## config.mk

```make
export PLATFORM = sky130hd
export DESIGN_NAME = dcs_arith_unit
export DESIGN_NICKNAME = d
export VERILOG_FILES = /design/src/rtl/dcs_pkg.sv /design/src/rtl/dcs_bit_cell.sv /design/src/rtl/dcs_carry_chain.sv /design/src/rtl/dcs_operand_sel.sv /design/src/rtl/dcs_arith_unit.sv
export SDC_FILE = /design/constraint.sdc
export NUM_CORES = 1
export LEC_CHECK = 0
export ABC_AREA = 1
export BUFFER_PORTS_ARGS = -buffer_cell sky130_fd_sc_hd__buf_2
export CAP_MARGIN = 20
export CORE_ASPECT_RATIO = 1.1
export CORE_MARGIN = 2
export CORE_UTILIZATION = 46
export DETAILED_ROUTE_END_ITERATION = 12
export GPL_TIMING_DRIVEN = 0
export PLACE_DENSITY = 0.78
export SETUP_SLACK_MARGIN = 0.4
export SYNTH_ARGS = -nofsm -noshare
export SYNTH_HDL_FRONTEND = slang
export SYNTH_SLANG_ARGS = --single-unit
export TNS_END_PERCENT = 30
```

## constraint.sdc

```tcl
create_clock -name clk -period 2.3 [get_ports clk]
set_input_delay 0.115 -clock clk [delete_from_list [all_inputs] [get_ports clk]]
set_output_delay 0.115 -clock clk [all_outputs]
set_load 0.03 [all_outputs]
```

## src/rtl/dcs_pkg.sv

```systemverilog
package dcs_pkg;
  typedef enum logic [1:0] {
    MODE_ARITH = 2'b00,
    MODE_ACCUM = 2'b01,
    MODE_COUNT = 2'b10,
    MODE_SPARE = 2'b11
  } dcs_mode_e;
endpackage

```

## src/rtl/dcs_bit_cell.sv

```systemverilog
// One bit of the dual-chain datapath: two candidate sums and two carry-outs.
module dcs_bit_cell (
  input  logic x_bit,
  input  logic y_bit,
  input  logic cin_lo,    // incoming carry on the 0-assumed chain
  input  logic cin_hi,    // incoming carry on the 1-assumed chain
  output logic sum_lo,
  output logic sum_hi,
  output logic cout_lo,
  output logic cout_hi
);
  logic gen_b, prop_b, co_if_zero, co_if_one;

  always_comb begin
    gen_b      = x_bit & y_bit;
    prop_b     = x_bit ^ y_bit;
    co_if_zero = gen_b;
    co_if_one  = gen_b | prop_b;
    sum_lo     = prop_b ^ cin_lo;
    sum_hi     = prop_b ^ cin_hi;
    cout_lo    = cin_lo ? co_if_one : co_if_zero;
    cout_hi    = cin_hi ? co_if_one : co_if_zero;
  end
endmodule

```

## src/rtl/dcs_carry_chain.sv

```systemverilog
// N cells wired into two speculative chains; a block select picks one.
module dcs_carry_chain #(
  parameter int WIDTH = 8
) (
  input  logic [WIDTH-1:0] x_vec,
  input  logic [WIDTH-1:0] y_vec,
  input  logic             chain_sel,
  output logic [WIDTH-1:0] cand_sum_lo,
  output logic [WIDTH-1:0] cand_sum_hi,
  output logic             cand_cout_lo,
  output logic             cand_cout_hi,
  output logic [WIDTH-1:0] sum_out,
  output logic             cout_out
);
  logic [WIDTH:0] carry_lo;
  logic [WIDTH:0] carry_hi;

  assign carry_lo[0] = 1'b0;
  assign carry_hi[0] = 1'b1;

  for (genvar i = 0; i < WIDTH; i++) begin : g_cell
    dcs_bit_cell u_cell (
      .x_bit   (x_vec[i]),
      .y_bit   (y_vec[i]),
      .cin_lo  (carry_lo[i]),
      .cin_hi  (carry_hi[i]),
      .sum_lo  (cand_sum_lo[i]),
      .sum_hi  (cand_sum_hi[i]),
      .cout_lo (carry_lo[i+1]),
      .cout_hi (carry_hi[i+1])
    );
  end

  assign cand_cout_lo = carry_lo[WIDTH];
  assign cand_cout_hi = carry_hi[WIDTH];

  always_comb begin
    sum_out  = chain_sel ? cand_sum_hi  : cand_sum_lo;
    cout_out = chain_sel ? cand_cout_hi : cand_cout_lo;
  end
endmodule

```

## src/rtl/dcs_operand_sel.sv

```systemverilog
// Chooses the two adder inputs and the chain select for the current mode.
module dcs_operand_sel
  import dcs_pkg::*;
#(
  parameter int WIDTH = 8
) (
  input  dcs_mode_e        mode,
  input  logic             add_sel,
  input  logic             dir_up,
  input  logic             carry_in,
  input  logic [WIDTH-1:0] opnd_x,
  input  logic [WIDTH-1:0] opnd_y,
  input  logic [WIDTH-1:0] acc_q,
  output logic [WIDTH-1:0] x_vec,
  output logic [WIDTH-1:0] y_vec,
  output logic             chain_sel
);
  localparam logic [WIDTH-1:0] STEP_UP   = WIDTH'(1);
  localparam logic [WIDTH-1:0] STEP_DOWN = '1;

  logic [WIDTH-1:0] y_signed;
  logic             sel_arith;

  always_comb begin
    y_signed  = add_sel ? opnd_y : ~opnd_y;
    sel_arith = add_sel ? carry_in : 1'b1;
    unique case (mode)
      MODE_ACCUM: begin
        x_vec     = acc_q;
        y_vec     = y_signed;
        chain_sel = sel_arith;
      end
      MODE_COUNT: begin
        x_vec     = acc_q;
        y_vec     = dir_up ? STEP_UP : STEP_DOWN;
        chain_sel = 1'b0;
      end
      default: begin
        x_vec     = opnd_x;
        y_vec     = y_signed;
        chain_sel = sel_arith;
      end
    endcase
  end
endmodule

```

## src/rtl/dcs_arith_unit.sv

```systemverilog
module dcs_arith_unit
  import dcs_pkg::*;
#(
  parameter int WIDTH = 8
) (
  input  logic             clk,
  input  logic             rst,
  input  logic             clk_en,
  input  logic             sync_clr,
  input  logic             sync_ld,
  input  logic             cnt_en,
  input  logic             dir_up,
  input  logic             add_sel,
  input  logic [1:0]       op_mode,
  input  logic             carry_in,
  input  logic [WIDTH-1:0] opnd_x,
  input  logic [WIDTH-1:0] opnd_y,
  input  logic [WIDTH-1:0] ld_value,
  output logic [WIDTH-1:0] res_sum,
  output logic             res_cout,
  output logic [WIDTH-1:0] acc_q,
  output logic             acc_cout_q
);
  localparam logic [WIDTH-1:0] ZERO_V = '0;
  localparam logic [WIDTH-1:0] ONE_V  = WIDTH'(1);

  dcs_mode_e        mode;
  logic [WIDTH-1:0] x_vec, y_vec;
  logic             chain_sel;
  logic [WIDTH-1:0] cand_sum_lo, cand_sum_hi;
  logic             cand_cout_lo, cand_cout_hi;
  logic             step_ok;

  assign mode = dcs_mode_e'(op_mode);

  dcs_operand_sel #(.WIDTH(WIDTH)) u_opsel (
    .mode      (mode),
    .add_sel   (add_sel),
    .dir_up    (dir_up),
    .carry_in  (carry_in),
    .opnd_x    (opnd_x),
    .opnd_y    (opnd_y),
    .acc_q     (acc_q),
    .x_vec     (x_vec),
    .y_vec     (y_vec),
    .chain_sel (chain_sel)
  );

  dcs_carry_chain #(.WIDTH(WIDTH)) u_chain (
    .x_vec        (x_vec),
    .y_vec        (y_vec),
    .chain_sel    (chain_sel),
    .cand_sum_lo  (cand_sum_lo),
    .cand_sum_hi  (cand_sum_hi),
    .cand_cout_lo (cand_cout_lo),
    .cand_cout_hi (cand_cout_hi),
    .sum_out      (res_sum),
    .cout_out     (res_cout)
  );

  // The counter only steps when its enable is set; other modes step each enabled edge.
  assign step_ok = (mode != MODE_COUNT) || cnt_en;

  always_ff @(posedge clk) begin
    if (rst) begin
      acc_q      <= ZERO_V;
      acc_cout_q <= 1'b0;
    end else if (clk_en) begin
      if (sync_clr) begin
        acc_q      <= ZERO_V;
        acc_cout_q <= 1'b0;
      end else if (sync_ld) begin
        acc_q      <= ld_value;
        acc_cout_q <= 1'b0;
      end else if (step_ok) begin
        acc_q      <= res_sum;
        acc_cout_q <= res_cout;
      end
    end
  end


  chain_offset_chk: assert property (@(posedge clk) disable iff (rst)
    {cand_cout_hi, cand_sum_hi} == {cand_cout_lo, cand_sum_lo} + {1'b0, ONE_V});


  reset_clear_chk: assert property (@(posedge clk)
    rst |=> (acc_q == ZERO_V) && !acc_cout_q);


  hold_when_gated_chk: assert property (@(posedge clk) disable iff (rst)
    !clk_en |=> $stable(acc_q) && $stable(acc_cout_q));


  clear_first_chk: assert property (@(posedge clk) disable iff (rst)
    (clk_en && sync_clr) |=> (acc_q == ZERO_V) && !acc_cout_q);


  load_value_chk: assert property (@(posedge clk) disable iff (rst)
    (clk_en && !sync_clr && sync_ld) |=> (acc_q == $past(ld_value)) && !acc_cout_q);


  count_up_chk: assert property (@(posedge clk) disable iff (rst)
    (clk_en && !sync_clr && !sync_ld && op_mode == 2'b10 && cnt_en && dir_up)
      |=> acc_q == $past(acc_q) + ONE_V);


  count_idle_chk: assert property (@(posedge clk) disable iff (rst)
    (clk_en && !sync_clr && !sync_ld && op_mode == 2'b10 && !cnt_en)
      |=> $stable(acc_q));


  subtract_chk: assert property (@(posedge clk) disable iff (rst)
    (op_mode == 2'b00 && !add_sel) |-> res_sum == opnd_x - opnd_y);
endmodule

```

Yosys cells after proc, flatten, opt, wreduce, memory -nomap -nowiden
Cells that the tools add are included.

storage, ports and cells
  bits in latches = 0
  memory bits (writable) = 0
  output and inout port bits = 18
  memories kept = 0
  flip-flop bits (word level) = 9
  memory bits (read-only) = 0

operators by class
  add/subtract/negate cells = 0
  muxes and demuxes = 28
  equality and inequality tests = 3
  divide/modulo/power cells = 0
  shift-type cells = 0
  bitwise operators = 40
  reductions and logical operators = 4
  multipliers = 0
  magnitude comparators = 0

operators by type and width
  kind                                                             count
  8-bit 2-to-1 mux                                                 8
  1-bit bitwise XOR                                                22
  1-bit 2-to-1 mux                                                 20
  1-bit bitwise AND                                                8
  8-bit inverter                                                   1
  1-bit bitwise OR                                                 8
  3-bit nonzero test                                               1
  2-bit by 1-bit == test with 1-bit output, second input constant  1
  2-bit == test, second input constant                             1
  2-bit != test, second input constant                             1
  2-bit AND reduction                                              1
  2-bit OR reduction                                               1
  1-bit logical OR                                                 1
  1-bit inverter                                                   1

Depth between registers and ports, before layout
  word-level depth = 16
  depth in mapped cells = 23
  depth with buffers taken out = 22

Modules after synthesis
From an unflattened synthesis, not the netlist that was laid out.

second synthesis, totals
  cell total of the unflattened synthesis = 358
  area total of the unflattened synthesis = 1786.7 um^2

modules (own cells, without submodules)
  module           seq. area each (um^2)  area each (um^2)  cells an instance  instances
  dcs_bit_cell     0.0                    92.6              20                 8
  dcs_arith_unit   180.2                  595.6             96                 1
  dcs_operand_sel  0.0                    326.6             71                 1
  dcs_carry_chain  0.0                    123.9             31                 1

Worst setup path before layout
OpenSTA, ideal clock, no wires.

  path kind = input-to-reg
  start point = input port op_mode[0]
  end point = register acc_q[5]
  path buffers = 1
  path slack = -0.338 ns
  cell stages on the path = 17
  required time = 2.229 ns
  library setup time = 0.071 ns
  data arrival time = 2.567 ns
  cells stage by stage = inv_1 -> ha_1 -> clkbuf_1 -> nand2_1 -> o21ai_0 -> inv_1 -> ha_1 -> nand2_1 -> nand2_1 -> nand2_2 -> nand3_2 -> nand3_1 -> nand3_1 -> nand2_1 -> xor2_1 -> o21ai_1 -> a21oi_1

between the ends
  cells in the longest elaborated chain, start to end = 14
  elaborated cells on any way between the ends = 40

RTL lines
  what                                                                              line                                    source
  from (decl)                                                                       dcs_arith_unit.sv:14                    input logic [1:0] op_mode,
  2-bit by 1-bit == test with 1-bit output / 2-bit == test (equally long branches)  dcs_operand_sel.sv:27                   unique case (mode)
  2-bit OR reduction (no line)                                                      -
  8-bit 2-to-1 mux                                                                  dcs_operand_sel.sv:27
  1-bit bitwise AND / 1-bit bitwise XOR (equally long branches)                     dcs_bit_cell.sv:15, dcs_bit_cell.sv:16
  1-bit bitwise OR                                                                  dcs_bit_cell.sv:18                      co_if_one = gen_b | prop_b;
  1-bit 2-to-1 mux, on equally long branches (4 in a row)                           dcs_bit_cell.sv:21, dcs_bit_cell.sv:22
  1-bit bitwise XOR, on equally long branches                                       dcs_bit_cell.sv:19, dcs_bit_cell.sv:20
  8-bit 2-to-1 mux (*)                                                              dcs_carry_chain.sv:38                   sum_out = chain_sel ? cand_sum_hi : cand_sum_lo;
  via res_sum[5]                                                                    dcs_arith_unit.sv:19                    output logic [WIDTH-1:0] res_sum,
  8-bit 2-to-1 mux (*)                                                              dcs_arith_unit.sv:75                    end else if (step_ok) begin
  8-bit 2-to-1 mux (*)                                                              dcs_arith_unit.sv:72                    end else if (sync_ld) begin
  8-bit 2-to-1 mux (*)                                                              dcs_arith_unit.sv:69                    if (sync_clr) begin
  to (signal assigned)                                                              dcs_arith_unit.sv:73                    acc_q <= ld_value;
  to (signal assigned)                                                              dcs_arith_unit.sv:76                    acc_q <= res_sum;
  to (decl)                                                                         dcs_arith_unit.sv:21                    output logic [WIDTH-1:0] acc_q,

Mark *: on every way through the listed nets, which the timed path passes. The rest lies on a longest branch. The select of a mux whose other input is x is not followed.
A chain may end at the register's enable or synchronous reset.

Final worst setup path
  start point = register acc_q[1]
  end point = output port res_cout

between the ends
  cells in the longest elaborated chain, start to end = 11
  elaborated cells on any way between the ends = 19

RTL lines
  what                                                           line                                    source
  8-bit 2-to-1 mux (*)                                           dcs_operand_sel.sv:27
  1-bit bitwise AND / 1-bit bitwise XOR (equally long branches)  dcs_bit_cell.sv:15, dcs_bit_cell.sv:16
  1-bit bitwise OR                                               dcs_bit_cell.sv:18
  1-bit 2-to-1 mux, on equally long branches (7 in a row)        dcs_bit_cell.sv:21, dcs_bit_cell.sv:22
  1-bit 2-to-1 mux (*)                                           dcs_carry_chain.sv:39                   cout_out = chain_sel ? cand_cout_hi : cand_cout_lo;
  to (decl)                                                      dcs_arith_unit.sv:20                    output logic res_cout,

Every way passes the cells marked *; elsewhere a longest branch is shown, timed or not.

==> impl_metrics.toml <==
[sta]
rsz0062_at_grt = "true"
min_period_over_period_pct = 106
setup_viol = 4
fmax_ghz = 0.409
relSlewSlack_pct = 71.0
worstMarginPinSlew_ns = 0.434
finalHoldViolations = 0
worst_slack_ns = -0.148
layout_min_cycle_time_ns = 2.45
finClkSkew_ns = 0.00337
whs_ns = 0.224
maxSlewViolCount = 0

[cells_and_area]
area_growth_pct = 54.4
nFillCells = 233
drive_above_1_share_pct = 49.7
num-nets-final = 371
fin_util_pct = 73.0
fin_cells = 354
diodes = 0

[critical_path]
worstSetupStartpoint = "acc_q[1]$_SDFFE_PP0P_"
cpPeakStageDelay_ns = 0.33
crit_fanout = 3
worstReg2RegStart = "acc_q[1]$_SDFFE_PP0P_"
worstPathCellList = "inv_2, o21ai_2, ha_2, buf_4, nand2_4, nand2_2, nand2_2, nand3_4, nand2_4, nand2_4, nand3_2, nand3_2, nand2_1, nand2_1, nand3_2, nand2_1, inv_1, buf_6"
critPathBufInv = 4
path_class = "reg -> out"
path_delay_family = "simple AND/OR/NAND/NOR gates"
end_kind = "primary output"
critPathLaunchType = "flip-flop"
crit_path_top_delay_cell = "dfxtp_2"
cp_data_arrival_time_ns = 2.33
worst_ep_required_time_ns = 2.18

[detailed_routing]
highest_layer = "met4"
avgViaCountPerCell = 5.19
ant_nets = 0
drt_first_pass_iters = 4
wl_met3_um = 189
met1_length_um = 2040
drc_errors = 0
drtIter0Drc = 86
postRouteWirelength_um = 4880
vias = 1836
wire_per_inst_um = 13.8
wl_met2_um = 2570

[min_path]
holdCritPathClass = "in -> reg"
hold_path_startpoint = "sync_clr"

[synthesis]
ys_seq_area_share_pct = 11.5
synth_top_area_share_pct = 13.6
async_flop_share_pct = 0
ys.flop_type = "dfxtp_1"
synth_area_leader_cell = "ha_1"
syn-num-nets = 307
yosys_warnings = 0
yosys_register_bits = 9
syn_area_um2 = 1560
netlist_instances = 255
ys_types = 31
synth_edf_count = 0
synth_area_per_cell_um2 = 6.12
synth_area_leaders = "ha_1, nand2_1, dfxtp_1"

[global_routing]
grt_pass1_vias = 1588
antenna_found_initial = 0
grt_pass1_wl_um = 6800
grt_overflow = 0
grt_max_degree = 11
grt_usage_pct = 22.2

[pwr]
power_leakage_nw = 1.21
power_density_nw_per_um2 = 564
vdd_drop_max_mv = 0.544
total_power_w = 0.00136

[floorplanning]
start_util_pct = 47.3
dieArea_um2 = 3880
num_rows = 22
ios = 53
die_w_um = 59.6
core_area_um2 = 3300
die_h_um = 65.1

[clock_network]
cts_buffers = 3
cts.clk_slew.worst_paths_ns = 0.06
hold_buffers = 0
ctsRootBufferMaster = "clkbuf_4"
clock_sinks = 9
cts_tree = "yes"
cts_buffer_depth = 2
clock_latency_ns = 0.26
htreeDepth = 1

[status]
status = "finished with violations"
violations = "setup timing"

[placement]
place_worst_setup_slack_ns = -0.260
gp_congestion = 0.906
io_buffers = 49
dp_hpwl_um = 3100
place_inst = 340

[run]
maxCapViolCount = 0
==> final timing paths <==
check | end | slack, ns | cells past startpoint
worst max register to register | acc_q[6]$_SDFFE_PP0P_ | 0.04 | 17
worst min register to register | acc_cout_q$_SDFFE_PP0P_ | 0.46 | 2
worst max-delay path | res_cout | -0.15 | 18
worst min-delay path | acc_cout_q$_SDFFE_PP0P_ | 0.22 | 4
==> kinds of logic (layout without fill, tap and decap cells) <==
kind of cell             after synthesis  count (layout)  share of synthesized area (%)
buffers and inverters                 54             117                           13.4
adder cells (fa/ha/maj)               17              17                           13.6
AO/OA/AOI/OAI                         36              36                           14.4
AND/OR/NAND/NOR                      131             131                           42.1
flip-flops                             9               9                           11.5
XOR/XNOR                               8               8                           4.97
==> cell usage after synthesis, types with 4 or more instances <==
| cell | number |
|---|---|
| xor2_1 | 5 |
| nor2_1 | 26 |
| nand2_4 | 4 |
| o21a_1 | 6 |
| nand3_2 | 12 |
| nand2_2 | 9 |
| inv_1 | 42 |
| a21oi_1 | 7 |
| nand3_1 | 25 |
| inv_2 | 5 |
| ha_1 | 17 |
| dfxtp_1 | 9 |
| nand2_1 | 52 |
| o21ai_0 | 10 |
| o21ai_1 | 7 |
==> cell usage in the layout (no fill, tap or decap), drive strengths merged <==
| master | count |
|---|---|
| a21boi | 1 |
| a21oi | 9 |
| a31oi | 1 |
| buf | 63 |
| clkbuf | 6 |
| clkinv | 1 |
| dfxtp | 9 |
| ha | 17 |
| inv | 47 |
| nand2 | 65 |
| nand3 | 37 |
| nand4 | 1 |
| nor2 | 26 |
| nor3 | 1 |
| o21a | 6 |
| o21ai | 19 |
| or2 | 1 |
| xnor2 | 2 |
| xor2 | 6 |
==> where the power goes <==
group	leakage (nW)	total [W]	internal, W	switching, W
clock	0.0150	0.000118	0.0000666	0.0000512
combinational	1.12	0.00107	0.000422	0.000647
sequential	0.0747	0.000174	0.000167	0.00000702
==> routing by layer <==
metal	vias to the layer above	GRT usage, %
li1	926	-
met2	57	39.3
met3	8	1.38
met1	845	28.3
met5	-	0
met4	0	6.94
==> registers in the layout (all words and copies together), names as in the netlist <==
signal and count:
acc_cout_q 1, acc_q 8
==> worst reg2reg max path, stage by stage (launching register included) <==
cell and delay (ns):
dfxtp_2 0.33, inv_2 0.03, o21ai_2 0.17, ha_2 0.22
buf_4 0.12, nand2_4 0.05, nand2_2 0.09, nand2_2 0.07
nand3_4 0.11, nand2_4 0.09, nand2_4 0.09, nand3_4 0.09
nand3_1 0.11, nand2_2 0.09, xor2_4 0.16, buf_4 0.15
o21ai_2 0.12, a21oi_2 0.06
==> layout make-up <==
cell class	instances	area [um^2]	area share [%]
repair buffers	59	377	15.6
multi-input cells	192	1540	63.7
plain buffers	6	51.3	2.13
well taps	36	45.0	1.87
clock buffers	4	26.3	1.09
inverters	48	193	7.99
flip-flops and latches	9	184	7.63
==> per-stage QoR <==
stage | setup TNS (ns) | instance area (um^2)
4_1_cts | -0.0163 | 2210
3_5_place_dp | -1.82 | 1990
6_report | -0.378 | 2410
2_1_floorplan | 0 | 1700
3_3_place_gp | -1.56 | 1990
5_1_grt | -1.24 | 2410
==> what timing repair did <==
item                       in CTS  in global routing
setup endpoints to repair      14                 14
pin swaps                      23                 27
buffers inserted                6                  4
gates resized for setup        43                 36
cloned                          0                  0
No activity file was read; power rests on OpenSTA's default activity.
